`config.mk`:
```
export PLATFORM = sky130hd
export DESIGN_NAME = burst_addr_gen
export DESIGN_NICKNAME = d
export VERILOG_FILES = /design/src/rtl/burst_pkg.sv /design/src/rtl/burst_cmd_decode.sv /design/src/rtl/burst_order_map.sv /design/src/rtl/burst_addr_gen.sv
export SDC_FILE = /design/constraint.sdc
export NUM_CORES = 1
export LEC_CHECK = 0
export CAP_MARGIN = 10
export CORE_MARGIN = 1
export CORE_UTILIZATION = 35
export CTS_CLUSTER_DIAMETER = 120
export DETAILED_ROUTE_END_ITERATION = 8
export HOLD_SLACK_MARGIN = 0.03
export PLACE_DENSITY = 0.69
export SLEW_MARGIN = 20
export SYNTH_ARGS = -nofsm -noshare
export SYNTH_HDL_FRONTEND = slang
export SYNTH_HIERARCHICAL = 1
export SYNTH_SLANG_ARGS = --single-unit
```
`constraint.sdc`:
```
create_clock -name clk_i -period 1.9 [get_ports clk_i]
set_input_delay 0.285 -clock clk_i [delete_from_list [all_inputs] [get_ports clk_i]]
set_output_delay 0.285 -clock clk_i [all_outputs]
set_load 0.03 [all_outputs]
```
`src/rtl/burst_pkg.sv`:
```
package burst_pkg;

    // Width of the burst field: a four-beat burst needs two bits.
    localparam int unsigned BEAT_W = 2;

    typedef logic [BEAT_W-1:0] beat_t;

    // Decoded command seen at one clock edge.
    typedef enum logic [1:0] {
        CMD_HOLD = 2'd0,
        CMD_LOAD = 2'd1,
        CMD_STEP = 2'd2
    } cmd_e;

endpackage

```
`src/rtl/burst_cmd_decode.sv`:
```
module burst_cmd_decode
    import burst_pkg::*;
(
    input  logic stall_i,
    input  logic sel_i,
    input  logic adv_i,
    output cmd_e cmd_o
);

    // Priority: the freeze wins, then advance, then a qualified load.
    always_comb begin
        if (stall_i) begin
            cmd_o = CMD_HOLD;
        end else if (adv_i) begin
            cmd_o = CMD_STEP;
        end else if (sel_i) begin
            cmd_o = CMD_LOAD;
        end else begin
            cmd_o = CMD_HOLD;
        end
    end

endmodule

```
`src/rtl/burst_order_map.sv`:
```
module burst_order_map
    import burst_pkg::*;
(
    input  beat_t base_i,
    input  beat_t beat_i,
    input  logic  ilv_i,
    output beat_t low_o
);

    beat_t lin_low;
    beat_t ilv_low;

    // Linear order: modulo-4 sum of the start value and the beat count.
    assign lin_low = beat_t'(base_i + beat_i);

    // Interleaved order: per-bit XOR of the start value and the beat count.
    for (genvar b = 0; b < BEAT_W; b++) begin : g_xor
        assign ilv_low[b] = base_i[b] ^ beat_i[b];
    end

    assign low_o = ilv_i ? ilv_low : lin_low;

endmodule

```
`src/rtl/burst_addr_gen.sv`:
```
module burst_addr_gen
    import burst_pkg::*;
#(
    parameter int unsigned ADDR_W = 18
) (
    input  logic              clk_i,
    input  logic              rst_i,
    input  logic              stall_i,
    input  logic              sel_i,
    input  logic              adv_i,
    input  logic              ilv_mode_i,
    input  logic [ADDR_W-1:0] addr_i,
    output logic [ADDR_W-1:0] addr_o
);

    localparam int unsigned UP_W = ADDR_W - BEAT_W;

    typedef struct packed {
        logic [UP_W-1:0] upper;
        beat_t           base;
        beat_t           beat;
    } state_t;

    state_t st_d;
    state_t st_q;
    cmd_e   cmd;
    beat_t  low;

    burst_cmd_decode i_decode (
        .stall_i (stall_i),
        .sel_i   (sel_i),
        .adv_i   (adv_i),
        .cmd_o   (cmd)
    );

    burst_order_map i_order (
        .base_i (st_q.base),
        .beat_i (st_q.beat),
        .ilv_i  (ilv_mode_i),
        .low_o  (low)
    );

    // Next-state process.
    always_comb begin
        st_d = st_q;
        unique case (cmd)
            CMD_LOAD: begin
                st_d.upper = addr_i[ADDR_W-1:BEAT_W];
                st_d.base  = addr_i[BEAT_W-1:0];
                st_d.beat  = '0;
            end
            CMD_STEP: begin
                st_d.beat = beat_t'(st_q.beat + 1'b1);
            end
            default: begin
                st_d = st_q;
            end
        endcase
    end

    // Register process.
    always_ff @(posedge clk_i) begin
        if (rst_i) begin
            st_q <= '0;
        end else begin
            st_q <= st_d;
        end
    end

    assign addr_o = {st_q.upper, low};

endmodule

```
==> reports/summary.json <==
{
  "timing_worst_slew_pin_value": {"value": 0.313, "unit": "ns"},
  "most-common-layout-cells": {"value": "sky130_fd_sc_hd__clkdlybuf4s50_1, sky130_fd_sc_hd__nor2_1, sky130_fd_sc_hd__dfxtp_1, sky130_fd_sc_hd__mux2i_1"},
  "number_of_max_capacitance_violations_reported": {"value": 0},
  "worst-endpoint-required": {"value": 1.62, "unit": "ns"},
  "clk_pin_slew": {"value": 0.11, "unit": "ns"},
  "die_height": {"value": 53.6, "unit": "um"},
  "synth_cell_type_count": {"value": 15},
  "pwr-share-comb": {"value": 17.7, "unit": "%"},
  "buffers_plus_inverters_on_the_worst_setup_path": {"value": 1},
  "synth.net_count": {"value": 120},
  "post_cts_hold_fix_bufs": {"value": 0},
  "vias_per_cell": {"value": 4.39},
  "grt_pass1_wl": {"value": 2360, "unit": "um"},
  "layout_commonest_cell": {"value": "sky130_fd_sc_hd__clkdlybuf4s50_1"},
  "die_x": {"value": 53.6, "unit": "um"},
  "synth-warning-count": {"value": 6},
  "antenna_cells_inserted": {"value": 0},
  "worst_slew_margin_rel": {"value": 79.1, "unit": "%"},
  "die_area": {"value": 2880, "unit": "um^2"},
  "numClockSinks": {"value": 20},
  "arrival": {"value": 1.33, "unit": "ns"},
  "setup_violating_endpoint_count_in_the_final_report": {"value": 0},
  "starting_density_of_the_core": {"value": 37.3, "unit": "%"},
  "rsz0062_at_grt": {"value": "no"},
  "dp_hpwl": {"value": 1180, "unit": "um"},
  "detail_route.drc_violations": {"value": 0},
  "worst_hold_slack": {"value": 0.506, "unit": "ns"},
  "pleak": {"value": 0.481, "unit": "nW"},
  "finalSetupTns": {"value": 0, "unit": "ns"},
  "timing.critical_path.fanout_max": {"value": 2},
  "num_cts_buffers": {"value": 3},
  "wire_per_inst": {"value": 10.4, "unit": "um"},
  "cts-htree-levels": {"value": 1},
  "crit_path_cell_trace": {"value": "clkdlybuf4s50_1"},
  "critical_path.endpoint_type": {"value": "output pin"},
  "clk_path_buf_depth": {"value": 2},
  "net_sw_share": {"value": 23.2, "unit": "%"},
  "worstSkewPairLatency": {"value": 0.30, "unit": "ns"},
  "vias_in_the_first_global_route": {"value": 619},
  "placementRows": {"value": 18},
  "timing.critical_path.max_delay_family": {"value": "buffers and inverters"},
  "syn_area_per_cell": {"value": 10.0, "unit": "um^2"},
  "io_pins": {"value": 42},
  "tritoncts": {"value": "done"},
  "syn-cell-area": {"value": 933, "unit": "um^2"},
  "syn-instance-count": {"value": 93},
  "cts-root-buf": {"value": "sky130_fd_sc_hd__clkbuf_4"},
  "cpMaxStageDelayCell": {"value": "sky130_fd_sc_hd__clkdlybuf4s50_1"},
  "place_ws": {"value": 0.131, "unit": "ns"},
  "timing.setup.critical_path_class": {"value": "flop to output pin"},
  "final.period_utilization": {"value": 85.2, "unit": "%"},
  "dr_total_vias": {"value": 659},
  "synth-seq-area-share": {"value": 42.9, "unit": "%"},
  "antenna_found_initial": {"value": 0},
  "achievable-frequency": {"value": 0.618, "unit": "GHz"},
  "post_cts_buffers": {"value": 0},
  "fraction_of_layout_cells_with_a_size_suffix_above_1": {"value": 6.67, "unit": "%"},
  "vdd_drop_max": {"value": 0.682, "unit": "mV"},
  "report.power.total": {"value": 823, "unit": "uW"},
  "max_stage_delay": {"value": 0.67, "unit": "ns"},
  "globalRouteTotalUtil": {"value": 11.7, "unit": "%"},
  "drt_iter0_markers": {"value": 1},
  "area_growth_syn_to_layout": {"value": 37.4, "unit": "%"},
  "grt_start_max_net_pins": {"value": 21},
  "reg2reg_slack": {"value": 1.10, "unit": "ns"},
  "ys_seq_elements": {"value": 20},
  "run_status": {"value": "finished clean"},
  "net_count_final": {"value": 148},
  "p_per_area": {"value": 642, "unit": "nW/um^2"},
  "total_switching_power": {"value": 191, "unit": "uW"},
  "routed_wirelength": {"value": 1560, "unit": "um"},
  "timing.final.hold_violations": {"value": 0},
  "post_cts_resize_count": {"value": 1},
  "slew_viol_final": {"value": 0},
  "power.internal": {"value": 632, "unit": "uW"},
  "clock_skew_after_layout": {"value": 0.0000814, "unit": "ns"},
  "grt-ovfl-total": {"value": 0},
  "clkPwrFrac": {"value": 29.1, "unit": "%"},
  "gp_congestion": {"value": 0.608},
  "core": {"value": 2500, "unit": "um^2"},
  "firstDrtPassIters": {"value": 2},
  "min_path_type": {"value": "flop to flop"},
  "pwr-share-seq": {"value": 53.2, "unit": "%"},
  "finalWorstPathRequiredPeriod": {"value": 1.62, "unit": "ns"},
  "pnr_worst_setup_slack": {"value": 0.282, "unit": "ns"},
  "critPathLaunchType": {"value": "flop"},
  "post_detailed_route_count_of_antenna_violating_nets": {"value": 0},
  "port_buffer_count": {"value": 41}
}
## power by group through the flow
stage / clock, mW / combinational, mW / sequential, mW
4_1_cts: 0.253 / 0.147 / 0.438
3_5_place_dp: 0 / 0.148 / 0.447
2_1_floorplan: 0 / 0.0853 / 0.446
5_1_grt: 0.268 / 0.156 / 0.439
3_3_place_gp: 0 / 0.145 / 0.447
6_report: 0.239 / 0.146 / 0.438
## flip-flops by register name (all words and copies together), names as in the netlist
name,cells
addr_o,16
st_q,4
## layer usage
layer	GRT usage [%]	vias to the layer above	part of all wire [%]
li1	-	340	-
met1	11.8	285	46
met2	21.3	34	43
met3	5.93	0	11
met4	2.63	0	0
met5	0	-	0
## Yosys cell counts
cell                       instances  area (um^2)
sky130_fd_sc_hd__inv_1             2         7.51
sky130_fd_sc_hd__dfxtp_1          20          400
sky130_fd_sc_hd__ha_1              3         37.5
sky130_fd_sc_hd__o21ai_0           1         5.00
sky130_fd_sc_hd__nor3b_2           1         12.5
sky130_fd_sc_hd__nor2_1           20         75.1
sky130_fd_sc_hd__clkbuf_1          2         7.51
sky130_fd_sc_hd__xnor2_1           2         17.5
sky130_fd_sc_hd__nor2b_1           3         18.8
sky130_fd_sc_hd__nand3_1           1         5.00
sky130_fd_sc_hd__mux2i_1          19          190
sky130_fd_sc_hd__buf_4            16          120
sky130_fd_sc_hd__a21oi_1           1         5.00
sky130_fd_sc_hd__buf_12            1         20.0
sky130_fd_sc_hd__buf_6             1         11.3
## worst reg2reg max path, cell delays in order (launching register included)
cell	delay (ns)
sky130_fd_sc_hd__dfxtp_1	0.39
sky130_fd_sc_hd__nor2b_1	0.07
sky130_fd_sc_hd__o21ai_0	0.15
sky130_fd_sc_hd__a21oi_1	0.08
## final cells by class
| class | instances | area [um^2] |
|---|---|---|
| fillers | 242 | 1220 |
| multi-input cells | 51 | 367 |
| well taps | 30 | 37.5 |
| repair buffers | 43 | 434 |
| flip-flops and latches | 20 | 400 |
| inverters | 2 | 7.51 |
| clock buffers | 4 | 36.3 |
## worst paths after layout
path	start	end	cells past startpoint
min reg2reg	addr_o[12]	addr_o[12]	2
max reg2reg	st_q[0]	st_q[1]	3
min	addr_o[12]	addr_o[12]	2
max	addr_o[10]	addr_o[10]	1
## kinds of logic (layout without fill, tap and decap cells)
logic type | count (synthesis) | in the layout | synth area share [%]
and+or+nand+nor | 25 | 25 | 11.9
buffers and inverters | 22 | 49 | 17.8
DFF | 20 | 20 | 42.9
muxes | 19 | 19 | 20.4
adders and majority gates | 3 | 3 | 4.02
AOI/OAI and AO/OA | 2 | 2 | 1.07
xor gates and xnor gates | 2 | 2 | 1.88
## through the flow
step                instances  util [%]  instance area [um^2]
global placement          146      49.9                  1250
finish                    150      51.3                  1280
CTS                       150      51.3                  1280
global route              150      51.3                  1280
detailed placement        146      49.9                  1250
floorplan                  93         -                   933
(Power assumes the default switching activity.)
